==> config.mk <==
export PLATFORM = sky130hd
export DESIGN_NAME = scan_test_seq
export DESIGN_NICKNAME = d
export VERILOG_FILES = /design/src/rtl/scan_seq_pkg.sv /design/src/rtl/scan_seq_stage.sv /design/src/rtl/scan_seq_score.sv /design/src/rtl/scan_seq_ctrl.sv /design/src/rtl/scan_test_seq.sv
export SDC_FILE = /design/constraint.sdc
export NUM_CORES = 1
export LEC_CHECK = 0
export BUFFER_PORTS_ARGS = -buffer_cell sky130_fd_sc_hd__buf_2
export CELL_PAD_IN_SITES_DETAIL_PLACEMENT = 0
export CELL_PAD_IN_SITES_GLOBAL_PLACEMENT = 2
export CORE_MARGIN = 5
export CORE_UTILIZATION = 42
export DETAILED_ROUTE_END_ITERATION = 10
export PLACE_DENSITY = 0.95
export SYNTH_ARGS = -nofsm -noshare
export SYNTH_HDL_FRONTEND = slang
export SYNTH_SLANG_ARGS = --single-unit
==> constraint.sdc <==
create_clock -name clk -period 8.02 [get_ports clk]
set_input_delay 0.802 -clock clk [delete_from_list [all_inputs] [get_ports clk]]
set_output_delay 0.802 -clock clk [all_outputs]
set_load 0.005 [all_outputs]
==> src/rtl/scan_seq_pkg.sv <==
package scan_seq_pkg;
  typedef enum logic [2:0] {
    PH_IDLE   = 3'd0,
    PH_FLUSH  = 3'd1,
    PH_WAITV  = 3'd2,
    PH_SHIFT  = 3'd3,
    PH_CAPT   = 3'd4,
    PH_UNLOAD = 3'd5,
    PH_DONE   = 3'd6
  } phase_e;

  // Number of header bits shifted ahead of the fill during the flush.
  localparam int FLUSH_HEAD = 4;
endpackage

==> src/rtl/scan_seq_stage.sv <==
module scan_seq_stage #(
  parameter int DW = 8
) (
  input  logic          clk,
  input  logic          rst_n,
  input  logic          in_valid,
  output logic          in_ready,
  input  logic [DW-1:0] in_data,
  input  logic          pop,
  output logic          full,
  output logic [DW-1:0] data
);
  logic          full_d;
  logic          load_en;
  logic [DW-1:0] data_q;

  assign in_ready = !full;
  assign load_en  = in_valid && !full;

  always_comb begin
    full_d = full;
    if (load_en)   full_d = 1'b1;
    else if (pop)  full_d = 1'b0;
  end

  always_ff @(posedge clk or negedge rst_n) begin
    if (!rst_n) full <= 1'b0;
    else        full <= full_d;
  end

  always_ff @(posedge clk or negedge rst_n) begin
    if (!rst_n)       data_q <= '0;
    else if (load_en) data_q <= in_data;
  end

  assign data = data_q;
endmodule

==> src/rtl/scan_seq_score.sv <==
module scan_seq_score #(
  parameter int W   = 4,
  parameter int MW  = 8,
  parameter int VW  = 3
) (
  input  logic          clk,
  input  logic          rst_n,
  input  logic          clr,
  input  logic          chk_en,
  input  logic [W-1:0]  chk_exp,
  input  logic [W-1:0]  chk_act,
  input  logic [W-1:0]  chk_mask,
  input  logic [VW-1:0] chk_idx,
  output logic [MW-1:0] miss_cnt,
  output logic          any_fail,
  output logic [VW-1:0] first_idx
);
  logic [W-1:0]  miss_bits;
  logic [MW-1:0] miss_add;
  logic [MW-1:0] cnt_d;
  logic          fail_d;
  logic [VW-1:0] first_d;

  // masked positions never contribute.
  assign miss_bits = (chk_exp ^ chk_act) & chk_mask;

  always_comb begin
    miss_add = '0;
    for (int b = 0; b < W; b++) miss_add = miss_add + MW'(miss_bits[b]);
  end

  always_comb begin
    cnt_d   = miss_cnt;
    fail_d  = any_fail;
    first_d = first_idx;
    if (clr) begin
      cnt_d   = '0;
      fail_d  = 1'b0;
      first_d = '0;
    end else if (chk_en) begin
      cnt_d = miss_cnt + miss_add;
      if (|miss_bits && !any_fail) begin
        fail_d  = 1'b1;
        first_d = chk_idx;
      end
    end
  end

  always_ff @(posedge clk or negedge rst_n) begin
    if (!rst_n) begin
      miss_cnt  <= '0;
      any_fail  <= 1'b0;
      first_idx <= '0;
    end else begin
      miss_cnt  <= cnt_d;
      any_fail  <= fail_d;
      first_idx <= first_d;
    end
  end
endmodule

==> src/rtl/scan_seq_ctrl.sv <==
module scan_seq_ctrl
  import scan_seq_pkg::*;
#(
  parameter int CHAIN_LEN = 8,
  parameter int PI_W      = 4,
  parameter int PO_W      = 4,
  parameter int NUM_VEC   = 6,
  localparam int CW       = $clog2(CHAIN_LEN + FLUSH_HEAD),
  localparam int VW       = $clog2(NUM_VEC + 1)
) (
  input  logic                 clk,
  input  logic                 rst_n,
  input  logic                 start,
  input  logic                 s_full,
  input  logic [PI_W-1:0]      s_pi,
  input  logic [CHAIN_LEN-1:0] s_st,
  input  logic [PO_W-1:0]      s_epo,
  input  logic [PO_W-1:0]      s_pmask,
  input  logic [CHAIN_LEN-1:0] s_est,
  input  logic [CHAIN_LEN-1:0] s_smask,
  output logic                 take,
  output logic                 clr,
  output logic                 cut_ce,
  output logic                 scan_en,
  output logic                 scan_in,
  output logic [PI_W-1:0]      cut_pi,
  input  logic [PO_W-1:0]      cut_po,
  input  logic                 scan_out,
  output logic                 done,
  output logic                 chk_en,
  output logic [PO_W-1:0]      chk_exp,
  output logic [PO_W-1:0]      chk_act,
  output logic [PO_W-1:0]      chk_mask,
  output logic [VW-1:0]        chk_idx
);
  localparam logic [CW-1:0] C_M       = CW'(CHAIN_LEN);
  localparam logic [CW-1:0] C_M_LAST  = CW'(CHAIN_LEN - 1);
  localparam logic [CW-1:0] C_FL_LAST = CW'(CHAIN_LEN + FLUSH_HEAD - 1);
  localparam logic [CW-1:0] C_HI_FROM = CW'(2);
  localparam logic [CW-1:0] C_HI_TO   = CW'(3);
  localparam logic [CW-1:0] C_CMP_HI  = CW'(CHAIN_LEN + 2);
  localparam logic [VW-1:0] V_LAST    = VW'(NUM_VEC - 1);
  localparam logic [VW-1:0] V_FLUSH   = VW'(NUM_VEC);

  phase_e                phase_q, phase_d;
  logic [CW-1:0]         cnt_q, cnt_d;
  logic [VW-1:0]         vidx_q, vidx_d;
  logic [PI_W-1:0]       wpi_q;
  logic [CHAIN_LEN-1:0]  wst_q;
  logic [PO_W-1:0]       wepo_q, wpmask_q;
  logic [CHAIN_LEN-1:0]  west_q, wsmask_q;
  logic [CHAIN_LEN-1:0]  pest_q, psmask_q;
  logic [VW-1:0]         pidx_q;
  logic                  shift_work, shift_prev, copy_prev;

  // Next-state logic
  always_comb begin
    phase_d = phase_q;
    cnt_d   = cnt_q;
    vidx_d  = vidx_q;
    take    = 1'b0;
    clr     = 1'b0;
    unique case (phase_q)
      PH_IDLE, PH_DONE: begin
        if (start) begin          // restart clears results
          phase_d = PH_FLUSH;
          cnt_d   = '0;
          vidx_d  = '0;
          clr     = 1'b1;
        end
      end
      PH_FLUSH: begin
        if (cnt_q == C_FL_LAST) begin
          cnt_d = '0;
          if (s_full) begin
            take    = 1'b1;
            phase_d = PH_SHIFT;
          end else begin
            phase_d = PH_WAITV;
          end
        end else begin
          cnt_d = cnt_q + 1'b1;
        end
      end
      PH_WAITV: begin             // hold the circuit still
        if (s_full) begin
          take    = 1'b1;
          cnt_d   = '0;
          phase_d = PH_SHIFT;
        end
      end
      PH_SHIFT: begin
        if (cnt_q == C_M_LAST) begin
          cnt_d   = '0;
          phase_d = PH_CAPT;
        end else begin
          cnt_d = cnt_q + 1'b1;
        end
      end
      PH_CAPT: begin
        vidx_d = vidx_q + 1'b1;
        cnt_d  = '0;
        if (vidx_q == V_LAST) begin
          phase_d = PH_UNLOAD;
        end else if (s_full) begin
          take    = 1'b1;
          phase_d = PH_SHIFT;
        end else begin
          phase_d = PH_WAITV;
        end
      end
      PH_UNLOAD: begin
        if (cnt_q == C_M_LAST) phase_d = PH_DONE;
        else                   cnt_d   = cnt_q + 1'b1;
      end
      default: phase_d = PH_IDLE;
    endcase
  end

  always_ff @(posedge clk or negedge rst_n) begin
    if (!rst_n) begin
      phase_q <= PH_IDLE;
      cnt_q   <= '0;
      vidx_q  <= '0;
    end else begin
      phase_q <= phase_d;
      cnt_q   <= cnt_d;
      vidx_q  <= vidx_d;
    end
  end

  // Clock enables for the data registers
  assign shift_work = (phase_q == PH_SHIFT);
  assign shift_prev = (phase_q == PH_SHIFT) || (phase_q == PH_UNLOAD);
  assign copy_prev  = (phase_q == PH_CAPT);

  // Working vector: R4 state word leaves MSB first
  always_ff @(posedge clk or negedge rst_n) begin
    if (!rst_n) begin
      wpi_q    <= '0;
      wst_q    <= '0;
      wepo_q   <= '0;
      wpmask_q <= '0;
      west_q   <= '0;
      wsmask_q <= '0;
    end else if (take) begin
      wpi_q    <= s_pi;
      wst_q    <= s_st;
      wepo_q   <= s_epo;
      wpmask_q <= s_pmask;
      west_q   <= s_est;
      wsmask_q <= s_smask;
    end else if (shift_work) begin
      wst_q <= wst_q << 1;
    end
  end

  // Expected response of the previous vector, unloaded during next shift
  always_ff @(posedge clk or negedge rst_n) begin
    if (!rst_n) begin
      pest_q   <= '0;
      psmask_q <= '0;
      pidx_q   <= '0;
    end else if (copy_prev) begin
      pest_q   <= west_q;
      psmask_q <= wsmask_q;
      pidx_q   <= vidx_q;
    end else if (shift_prev) begin
      pest_q   <= pest_q << 1;
      psmask_q <= psmask_q << 1;
    end
  end

  // Outputs to the circuit under test
  always_comb begin
    cut_ce  = 1'b0;
    scan_en = 1'b0;
    scan_in = 1'b0;
    unique case (phase_q)
      PH_FLUSH: begin           // 0,0,1,1 then zero fill
        cut_ce  = 1'b1;
        scan_en = 1'b1;
        scan_in = (cnt_q >= C_HI_FROM) && (cnt_q <= C_HI_TO);
      end
      PH_SHIFT: begin
        cut_ce  = 1'b1;
        scan_en = 1'b1;
        scan_in = wst_q[CHAIN_LEN-1];
      end
      PH_CAPT: begin            // functional capture
        cut_ce  = 1'b1;
      end
      PH_UNLOAD: begin          // zero fill
        cut_ce  = 1'b1;
        scan_en = 1'b1;
      end
      default: ;
    endcase
  end

  assign cut_pi = wpi_q;
  assign done   = (phase_q == PH_DONE);

  // Compare bus to the scoreboard
  always_comb begin
    chk_en   = 1'b0;
    chk_exp  = '0;
    chk_act  = '0;
    chk_mask = '0;
    chk_idx  = pidx_q;
    unique case (phase_q)
      PH_FLUSH: begin
        chk_en      = (cnt_q >= C_M);
        chk_exp[0]  = (cnt_q >= C_CMP_HI);
        chk_act[0]  = scan_out;
        chk_mask[0] = 1'b1;
        chk_idx     = V_FLUSH;
      end
      PH_SHIFT, PH_UNLOAD: begin
        chk_en      = (phase_q == PH_UNLOAD) || (vidx_q != '0);
        chk_exp[0]  = pest_q[CHAIN_LEN-1];
        chk_act[0]  = scan_out;
        chk_mask[0] = psmask_q[CHAIN_LEN-1];
      end
      PH_CAPT: begin
        chk_en   = 1'b1;
        chk_exp  = wepo_q;
        chk_act  = cut_po;
        chk_mask = wpmask_q;
        chk_idx  = vidx_q;
      end
      default: ;
    endcase
  end
endmodule

==> src/rtl/scan_test_seq.sv <==
module scan_test_seq #(
  parameter int CHAIN_LEN = 8,
  parameter int PI_W      = 4,
  parameter int PO_W      = 4,
  parameter int NUM_VEC   = 6,
  localparam int VW       = $clog2(NUM_VEC + 1),
  localparam int MISS_MAX = 4 + NUM_VEC * (PO_W + CHAIN_LEN),
  localparam int MW       = $clog2(MISS_MAX + 1)
) (
  input  logic                 clk,
  input  logic                 rst_n,
  input  logic                 start,
  input  logic                 vec_valid,
  output logic                 vec_ready,
  input  logic [PI_W-1:0]      vec_pi,
  input  logic [CHAIN_LEN-1:0] vec_state,
  input  logic [PO_W-1:0]      vec_exp_po,
  input  logic [PO_W-1:0]      vec_po_mask,
  input  logic [CHAIN_LEN-1:0] vec_exp_state,
  input  logic [CHAIN_LEN-1:0] vec_state_mask,
  output logic                 cut_ce,
  output logic                 scan_en,
  output logic                 scan_in,
  output logic [PI_W-1:0]      cut_pi,
  input  logic [PO_W-1:0]      cut_po,
  input  logic                 scan_out,
  output logic                 done,
  output logic                 pass,
  output logic [MW-1:0]        mismatch_cnt,
  output logic [VW-1:0]        first_fail
);
  localparam int DW = PI_W + 3 * CHAIN_LEN + 2 * PO_W;

  logic [1:0]           rst_sync;
  logic                 rst_int_n;
  logic [DW-1:0]        in_pack, st_pack;
  logic                 s_full, take, clr;
  logic [PI_W-1:0]      s_pi;
  logic [CHAIN_LEN-1:0] s_st, s_est, s_smask;
  logic [PO_W-1:0]      s_epo, s_pmask;
  logic                 chk_en, any_fail;
  logic [PO_W-1:0]      chk_exp, chk_act, chk_mask;
  logic [VW-1:0]        chk_idx;

  // Asynchronous assert, synchronous release
  always_ff @(posedge clk or negedge rst_n) begin
    if (!rst_n) rst_sync <= 2'b00;
    else        rst_sync <= {rst_sync[0], 1'b1};
  end
  assign rst_int_n = rst_sync[1];

  assign in_pack = {vec_pi, vec_state, vec_exp_po, vec_po_mask,
                    vec_exp_state, vec_state_mask};
  assign {s_pi, s_st, s_epo, s_pmask, s_est, s_smask} = st_pack;

  scan_seq_stage #(.DW(DW)) u_stage (
    .clk      (clk),
    .rst_n    (rst_int_n),
    .in_valid (vec_valid),
    .in_ready (vec_ready),
    .in_data  (in_pack),
    .pop      (take),
    .full     (s_full),
    .data     (st_pack)
  );

  scan_seq_ctrl #(
    .CHAIN_LEN (CHAIN_LEN),
    .PI_W      (PI_W),
    .PO_W      (PO_W),
    .NUM_VEC   (NUM_VEC)
  ) u_ctrl (
    .clk      (clk),
    .rst_n    (rst_int_n),
    .start    (start),
    .s_full   (s_full),
    .s_pi     (s_pi),
    .s_st     (s_st),
    .s_epo    (s_epo),
    .s_pmask  (s_pmask),
    .s_est    (s_est),
    .s_smask  (s_smask),
    .take     (take),
    .clr      (clr),
    .cut_ce   (cut_ce),
    .scan_en  (scan_en),
    .scan_in  (scan_in),
    .cut_pi   (cut_pi),
    .cut_po   (cut_po),
    .scan_out (scan_out),
    .done     (done),
    .chk_en   (chk_en),
    .chk_exp  (chk_exp),
    .chk_act  (chk_act),
    .chk_mask (chk_mask),
    .chk_idx  (chk_idx)
  );

  scan_seq_score #(.W(PO_W), .MW(MW), .VW(VW)) u_score (
    .clk       (clk),
    .rst_n     (rst_int_n),
    .clr       (clr),
    .chk_en    (chk_en),
    .chk_exp   (chk_exp),
    .chk_act   (chk_act),
    .chk_mask  (chk_mask),
    .chk_idx   (chk_idx),
    .miss_cnt  (mismatch_cnt),
    .any_fail  (any_fail),
    .first_idx (first_fail)
  );

  // pass only meaningful once done
  assign pass = done && !any_fail;
endmodule

; After elaboration in Yosys (flattened, before gate mapping)
; Cells that the tools add are included.
[word_totals]
regBits = 115
output_inout_bits = 20
wordCells = 120
[classes]
n_addsub = 6
order_cmp = 4
eq_ne = 15
mux = 49
bitwise = 2
n_reduce_logical = 26
[ops]
columns = cell, count
row1 = $mux W8, 6
row2 = $mux W3, 13
row3 = $pmux W4 S6, 1
row4 = $mux W4, 5
row5 = $pmux W3 S6, 1
row6 = $add A7 B1 Y7, 2
row7 = $mux W7, 2
row8 = $mux W1, 13
row9 = $eq A3 B3 Y1 const B, 4
row10 = $pmux W1 S3, 4
row11 = $pmux W3 S2, 2
row12 = $reduce_bool A2 Y1, 6
row13 = $ge A4 B4 Y1 const B, 2
row14 = $ne A2 B2 Y1 const B, 4
row15 = $reduce_or A4 Y1, 2
row16 = $add A7 B7 Y7, 1
row17 = $eq A3 B2 Y1 const B, 2
row18 = $reduce_bool A6 Y1, 1
row19 = $reduce_and A5 Y1, 1
row20 = $add A4 B1 Y4 const B, 1
row21 = $and A4 B4 Y4, 1
row22 = $eq A4 B3 Y1 const B, 1
row23 = $eq A4 B4 Y1 const B, 1
row24 = $ge A4 B2 Y1 const B, 1
row25 = other kinds (16), 25

; Longest topological paths before layout
; Gate-level depths: netlist (run 1).
[logic_depth]
ltp_word = 11
depth_mapped = 19

; Modules after synthesis
; From an unflattened synthesis (run 1), not the netlist that was laid out.
[unflattened]
cells_unflattened = 443
area_unflattened_um2 = 5524.0
[by_module_without_submodules]
columns = mod, instances, cells_each, area_each_um2
row1 = scan_seq_ctrl, 1, 287, 3211.8
row2 = scan_seq_stage, 1, 80, 1510.2
row3 = scan_seq_score, 1, 72, 734.5
row4 = scan_test_seq, 1, 4, 67.6

; Least setup slack after synthesis (run 1)
; No wires, ideal clock.
[synth_path]
path_type = register -> register
startpoint = register u_ctrl.phase_q[0]
endpoint = register u_score.miss_cnt[6]
setup_ps = 141
arrival_ps = 3491
path_slack_ps = 4388
stages_incl_launch_ff = 19
synth_period_minus_slack_ps = 3632
path_cell_list = dfrtp_1 > buf_4 > nor3b_4 > clkbuf_1 > a22oi_1 > xnor2_1 > and2_1 > ha_1 > inv_1 > fa_1 > inv_1 > ha_1 > inv_1 > fa_1 > nor2b_1 > o21ai_0 > a211oi_1 > xnor2_1 > nor2_1
[synth_between]
elab_chain_len = 11
elab_cells_between_ends = 27
[synth_lines]
columns = element, line_no
row1 = from (decl), scan_seq_ctrl.sv:45  ; phase_e phase_q, phase_d;
row2 = from (signal assigned), scan_seq_ctrl.sv:126  ; phase_q <= phase_d;
row3 = "$eq A3 B1 Y1, or another cell as far along", scan_seq_ctrl.sv:211  ; unique case (phase_q)
row4 = $reduce_or A3 Y1 (no source line) / $reduce_or A2 Y1 (equally long branches), n/a
row5 = $pmux W1 S2 / $pmux W1 S3 (equally long branches), scan_seq_ctrl.sv:211
row6 = $xor A4 B4 Y4, scan_seq_score.sv:25  ; assign miss_bits = (chk_exp ^ chk_act) & chk_mask;
row7 = $and A4 B4 Y4, scan_seq_score.sv:25
row8 = $add A1 B1 Y2, scan_seq_score.sv:29  ; for (int b = 0; b < W; b++) miss_add = miss_add + MW'(miss_bits[b]);
row9 = $add A7 B1 Y7 (2 in a row), scan_seq_score.sv:29
row10 = $add A7 B7 Y7, scan_seq_score.sv:41  ; cnt_d = miss_cnt + miss_add;
row11 = $mux W7, scan_seq_score.sv:40  ; end else if (chk_en) begin
row12 = $mux W7, scan_seq_score.sv:36  ; if (clr) begin
row13 = to (signal assigned), scan_seq_score.sv:55  ; miss_cnt <= cnt_d;
row14 = to (decl), scan_seq_score.sv:14  ; output logic [MW-1:0] miss_cnt,
; Several ways; a longest one is shown, not always the timed one. The select of a mux whose other input is x is not followed.
; A chain may end at the register's enable or synchronous reset.

; Final worst setup path (run 1)
; Ends and elaborated chain as after synthesis.

==> impl_metrics.env, run 1 <==
export IMPL_ir_drop_v=0.000209
export IMPL_register_area_um2=2880
export IMPL_hold_violations=0
export IMPL_nNetsFinal=565
export IMPL_power_density_nw_per_um2=397
export IMPL_cts_buffer_depth=2
export IMPL_drv_cap=0
export IMPL_rows=41
export IMPL_clkTransAtPathRegs_ps=50
export IMPL_vias=3574
export IMPL_ctsResizeCount=0
export IMPL_die_h_um=123
export IMPL_rsz0062_at_grt="false"
export IMPL_cp_slowest_cell="dfrtp_1"
export IMPL_ios=65
export IMPL_post_cts_buffers=0
export IMPL_start_util=0.426
export IMPL_grt_pass1_wl_um=17500
export IMPL_antenna_left=0
export IMPL_crit_required_ps=8270
export IMPL_final_cell_mix="dfrtp_1, mux2_2, buf_2"
export IMPL_grt_pass1_vias=3605
export IMPL_grt_max_degree=84
export IMPL_path_max_fanout=28
export IMPL_critical_path_class="flip-flop to flip-flop"
export IMPL_synth_cells=448
export IMPL_ys_flop_type="dfrtp_1"
export IMPL_io_buffer_count=64
export IMPL_status="completed"
export IMPL_synth_cell_types=60
export IMPL_fin_tns_setup_ps=0
export IMPL_cts_root_buf="clkbuf_16"
export IMPL_htreeDepth=4
export IMPL_drt_pass1_iterations=5
export IMPL_netlist_area_um2=5360
export IMPL_layout_commonest_cell="dfrtp_1"
export IMPL_die_area_um2=15100
export IMPL_multi_input_area_um2=2260
export IMPL_area_growth_pct=19.9
export IMPL_yosysWarnings=0
export IMPL_period_needed_ps=4380
export IMPL_finClkSkew_ps=6.04
export IMPL_p_total_w=0.00255
export IMPL_dp_hpwl_um=7120
export IMPL_via_per_inst=5.16
export IMPL_leakage_nw=3.06
export IMPL_synth_seq_cells=115
export IMPL_fin_crit_sh=0.546
export IMPL_drv_slew=0
export IMPL_setup_viol=0
export IMPL_insertion_delay_ps=400
export IMPL_crit_chain="nor3b_2 -> o311ai_0 -> nand2_1 -> xnor2_1 -> and2_1 -> ha_1 -> inv_1 -> fa_1 -> inv_1 -> ha_1 -> inv_1 -> fa_1 -> nor2b_1 -> o21ai_0 -> a211oi_1 -> xnor2_1 -> nor2_1"
export IMPL_layout_cells_non_filler=692
export IMPL_cts_hold_buf=0
export IMPL_cp_start_kind="flip-flop"
export IMPL_async_flop_share=1.00
export IMPL_gr_total_overflow=0
export IMPL_routedWlPerCell_um=15.2
export IMPL_wirelength_um=10500
export IMPL_cts_tree="yes"
export IMPL_antenna_found_initial=0
export IMPL_die_x_um=123
export IMPL_routabilityCongestion=0.850
export IMPL_critPathMaxStageDelay_ps=940
export IMPL_post_route_drc_count=0
export IMPL_drive_gt1_frac=0.331
export IMPL_synth_edf_count=0
export IMPL_nFillCells=1139
export IMPL_tightest_slew_ps=1040
export IMPL_max_freq_mhz=228
export IMPL_syn_nets=506
export IMPL_dr_first_iter_drc_count=261
export IMPL_clock_sinks=115
export IMPL_min_path_type="primary input to asynchronous set/reset pin"
export IMPL_place_inst=660
export IMPL_cts_made_buffers=17
export IMPL_grtUsageTotal=0.149
export IMPL_cp_end_kind="flip-flop"
export IMPL_core_um2=12600
export IMPL_syn_avg_cell_area_um2=12.0
export IMPL_slew_headroom=0.303
export IMPL_ys_seq_area_frac=0.537
export IMPL_antennaDiodeCount=0
export IMPL_crit_path_frequent_cell="inv_1"
export IMPL_critPathArrivalTime_ps=4640
per-stage QoR:
step	utilization	setup slack (ps)	instance area (um2)	hold slack (ps)
3_5_place_dp	0.459	3630	5770	272
5_1_grt	0.511	3360	6420	153
2_1_floorplan	-	4390	5360	331
3_3_place_gp	0.459	3820	5770	262
6_report	0.511	3640	6420	170
4_1_cts	0.511	3630	6420	149
Yosys cell counts, types with 4 or more instances:
cell	n	area (um2)
a21oi_1	9	45.0
nor2_1	18	67.6
ha_1	11	138
nand3_1	9	45.0
dfrtp_1	115	2880
o21ai_0	31	155
nand2_1	40	150
and3b_1	4	35.0
xnor2_1	5	43.8
clkbuf_1	10	37.5
nor2b_1	4	25.0
inv_1	18	67.6
mux2i_1	20	200
xor2_1	5	43.8
a221o_1	7	70.1
buf_6	5	56.3
mux2_2	64	721
and3_1	9	56.3
buf_2	10	50.1
cells by family (layout without fill, tap and decap cells):
group,after synthesis,in the layout,share of synthesized area
muxes,85,85,0.174
and+or+nand+nor,104,104,0.102
AOI/OAI and AO/OA,75,75,0.0951
xor gates and xnor gates,10,10,0.0163
adders and majority gates,13,13,0.0332
DFF,115,115,0.537
other,1,1,0.000700
buffers and inverters,45,117,0.0416
flip-flops by register name, summed over array words and instances (netlist names), 2 cells and up:
signal and flops:
u_stage.data 36, u_ctrl.pest_q 8, u_ctrl.psmask_q 8, u_ctrl.west_q 8, u_ctrl.wsmask_q 8, u_ctrl.wst_q 8, u_score.miss_cnt 7, u_ctrl.cnt_q 4
u_ctrl.cut_pi 4, u_ctrl.wepo_q 4, u_ctrl.wpmask_q 4, u_ctrl.phase_q 3, u_ctrl.pidx_q 3, u_ctrl.vidx_q 3, u_score.first_idx 3, rst_sync 2
cell type report:
class | count | share of cell area
Inverter | 18 | 0.0105
Clock inverter | 12 | 0.0318
Tap cell | 172 | 0.0335
Timing Repair Buffer | 67 | 0.0534
Clock buffer | 20 | 0.0695
Sequential cell | 115 | 0.449
Multi-Input combinational cell | 288 | 0.353
routing by layer:
metal	share of wire	GRT usage	wire, um	up-vias
li1	-	-	-	1706
met1	0.46	0.196	4810	1784
met2	0.48	0.234	5030	66
met3	0.046	0.0416	487	18
met4	0.015	0.0588	157	0
met5	0	0	0	-
report_power, final:
group,switching [W],internal [W]
logic,0.000350,0.000384
clock network,0.000262,0.000560
registers,0.000185,0.000809
worst paths after layout:
path,startpoint,to,depth (start not counted),slack [ps]
worst max-delay path,u_ctrl.phase_q[0]$_DFFE_PN0P_,u_score.miss_cnt[6]$_DFFE_PN0P_,17,3640
worst min-delay path,rst_n,rst_sync[1]$_DFF_PN0_,1,170
worst max register to register,u_ctrl.phase_q[0]$_DFFE_PN0P_,u_score.miss_cnt[6]$_DFFE_PN0P_,17,3640
worst min register to register,rst_sync[1]$_DFF_PN0_,u_stage.data[34]$_DFFE_PN0P_,0,260
max in group asynchronous,rst_sync[1]$_DFF_PN0_,u_ctrl.pidx_q[0]$_DFFE_PN0N_,1,6380
min in group clk,rst_sync[0]$_DFF_PN0_,rst_sync[1]$_DFF_PN0_,0,350
worst max-delay path, delay by kind of cell (launching register included):
family	cells	cell delay [ps]
compound gates	3	620
flops	1	940
simple gates	5	960
xor+xnor	2	250
buf+inv	3	210
fa+ha+maj	4	1250
(Power assumes the default switching activity.)
==> run 2: changes to the inputs <==
- ABC_AREA: not set -> 1
- CORE_UTILIZATION: 42 -> 36
- PLACE_DENSITY: 0.95 -> 0.91
- clock period: 8.02 -> 4.4 ns (I/O delays scaled with it)
==> impl_metrics.env, run 2 <==
export IMPL_status="completed"
export IMPL_synth_cell_types=35
export IMPL_yosysWarnings=0
export IMPL_drive_gt1_frac=0.243
export IMPL_core_um2=14600
export IMPL_insertion_delay_ps=420
export IMPL_cts_made_buffers=17
export IMPL_largest_register_ffs=36
export IMPL_wirelength_um=11500
export IMPL_via_per_inst=4.80
export IMPL_leakage_nw=3.22
export IMPL_rows=44
export IMPL_grt_pass1_wl_um=19800
export IMPL_die_area_um2=17400
export IMPL_gr_total_overflow=0
export IMPL_grtUsageTotal=0.139
export IMPL_crit_reg2reg_launch="u_ctrl.phase_q[0]$_DFFE_PN0P_"
export IMPL_r2r_cells=21
export IMPL_final_cell_mix="nand2_1, dfrtp_1, buf_2"
export IMPL_crit_required_ps=4740
export IMPL_dr_first_iter_drc_count=163
export IMPL_cts_hold_buf=1
export IMPL_drv_cap=0
export IMPL_io_buffer_count=64
export IMPL_layout_commonest_cell="nand2_1"
export IMPL_min_path_type="primary input to flip-flop"
export IMPL_ios=65
export IMPL_antenna_found_initial=0
export IMPL_syn_avg_cell_area_um2=9.36
export IMPL_cp_end_kind="flip-flop"
export IMPL_syn_nets=631
export IMPL_async_flop_share=1.00
export IMPL_finalHoldWorstSlack_ps=253
export IMPL_antennaDiodeCount=0
export IMPL_fin_tns_setup_ps=0
export IMPL_yosys_top_cells_area="dfrtp_1, nand2_1, mux2_2"
export IMPL_ys_flop_type="dfrtp_1"
export IMPL_critical_path_class="flip-flop to flip-flop"
export IMPL_routedWlPerCell_um=13.7
export IMPL_hold_depth=2
export IMPL_preCtsSetupSlack_ps=723
export IMPL_clkTransAtPathRegs_ps=50
export IMPL_post_route_drc_count=0
export IMPL_power_density_nw_per_um2=719
export IMPL_die_h_um=132
export IMPL_drv_slew=0
export IMPL_max_freq_mhz=271
export IMPL_vias=4021
export IMPL_synth_top_area_frac=0.537
export IMPL_setup_viol=0
export IMPL_worstHoldStart="vec_pi[1]"
export IMPL_finClkSkew_ps=7.04
export IMPL_start_util=0.368
export IMPL_r2r_slack_ps=700
export IMPL_cts_buffer_depth=2
export IMPL_die_x_um=132
export IMPL_netlist_area_um2=5360
export IMPL_hold_violations=0
export IMPL_ir_drop_v=0.000375
export IMPL_min_to="u_stage.data[33]$_DFFE_PN0P_"
export IMPL_ctsResizeCount=0
export IMPL_critPathArrivalTime_ps=4040
export IMPL_htreeDepth=4
export IMPL_yosysMostFrequentCell="nand2_1"
export IMPL_period_needed_ps=3700
export IMPL_dp_hpwl_um=7990
export IMPL_yosys_area_top_type="dfrtp_1"
export IMPL_nNetsFinal=699
export IMPL_ys_seq_area_frac=0.537
export IMPL_area_growth_pct=19.5
export IMPL_tightest_slew_ps=955
export IMPL_synthTopCellsByCount="nand2_1, dfrtp_1, nand3_1"
export IMPL_fin_crit_sh=0.840
export IMPL_path_max_fanout=12
export IMPL_grt_pass1_vias=4099
export IMPL_rsz0062_at_grt="false"
export IMPL_cts_tree="yes"
export IMPL_synth_seq_cells=115
export IMPL_routabilityCongestion=0.859
export IMPL_grt_max_degree=76
export IMPL_slew_headroom=0.363
export IMPL_finalWorstSetupSlack_ps=704
export IMPL_antenna_left=0
export IMPL_drt_pass1_iterations=4
export IMPL_cp_start_kind="flip-flop"
export IMPL_synth_edf_count=0
export IMPL_post_cts_buffers=0
export IMPL_cts_root_buf="clkbuf_16"
export IMPL_r2r_end="u_score.miss_cnt[6]$_DFFE_PN0P_"
export IMPL_synth_cells=573
export IMPL_clock_sinks=115
[run 2: worst max path at each step]
stage / startpoint / end / slack [ps] / cells after the start
6_report: u_ctrl.phase_q[0]$_DFFE_PN0P_ / u_score.miss_cnt[6]$_DFFE_PN0P_ / 700 / 21
5_1_grt: u_ctrl.phase_q[0]$_DFFE_PN0P_ / u_score.miss_cnt[6]$_DFFE_PN0P_ / 450 / 20
4_1_cts: u_ctrl.phase_q[0]$_DFFE_PN0P_ / u_score.miss_cnt[6]$_DFFE_PN0P_ / 710 / 20
3_5_place_dp: u_ctrl.phase_q[0]$_DFFE_PN0P_ / u_score.miss_cnt[6]$_DFFE_PN0P_ / 720 / 20
3_3_place_gp: u_ctrl.phase_q[0]$_DFFE_PN0P_ / u_score.miss_cnt[6]$_DFFE_PN0P_ / 890 / 21
2_1_floorplan: rst_sync[1]$_DFF_PN0_ / u_ctrl.cnt_q[0]$_DFFE_PN0P_ / 960 / 0
[run 2: metrics by stage]
stage          power [W]  utilization  instance area (um2)  instances
5_1_grt          0.00497        0.439                 6410        838
3_3_place_gp     0.00330        0.400                 5830        805
2_1_floorplan    0.00296            -                 5360        573
6_report         0.00461        0.439                 6410        838
4_1_cts          0.00467        0.439                 6410        838
3_5_place_dp     0.00336        0.400                 5830        805
[run 2: worst max-delay path: stages, from the launching register on]
cell,delay (ps)
dfrtp_1,610
nand3_1,130
buf_4,200
nand2_1,160
nand2_1,70
nand3_1,110
nor2_1,50
nor2_1,190
ha_1,270
inv_1,80
fa_1,420
inv_1,70
ha_1,180
inv_1,60
fa_1,400
inv_1,90
nand2_1,50
a21oi_1,160
nand2_1,70
nand2_1,60
nand3_1,60
o21ai_1,120
[run 2: layer usage]
layer,vias to the layer above,global-route usage,share of wire
met5,-,0,0
met4,0,0.0503,0.010
met3,11,0.0496,0.058
met2,77,0.214,0.47
met1,1912,0.180,0.47
li1,2021,-,-
[run 2: area by class of cell]
type,count,area (um2)
Inverter,41,154
Sequential cell,115,2880
Clock inverter,11,103
Tap cell,184,230
Clock buffer,21,460
Fill cell,1424,8180
Timing Repair Buffer,71,375
Multi-Input combinational cell,395,2200
[run 2: kinds of logic (layout without fill, tap and decap cells)]
logic type	Yosys count	count (layout)	synth area share
compound gates	50	50	0.0553
xor+xnor	4	4	0.00653
fa+ha+maj	13	13	0.0331
buf+inv	63	144	0.0525
flops	115	115	0.537
mux	36	36	0.0756
other cells	1	1	0.000699
simple gates	291	291	0.240
[run 2: where the power goes]
group          leakage [nW]  internal (W)  switching, W
clock                 0.270      0.000807      0.000487
combinational          1.53      0.000608      0.000895
sequential             1.41       0.00152      0.000283
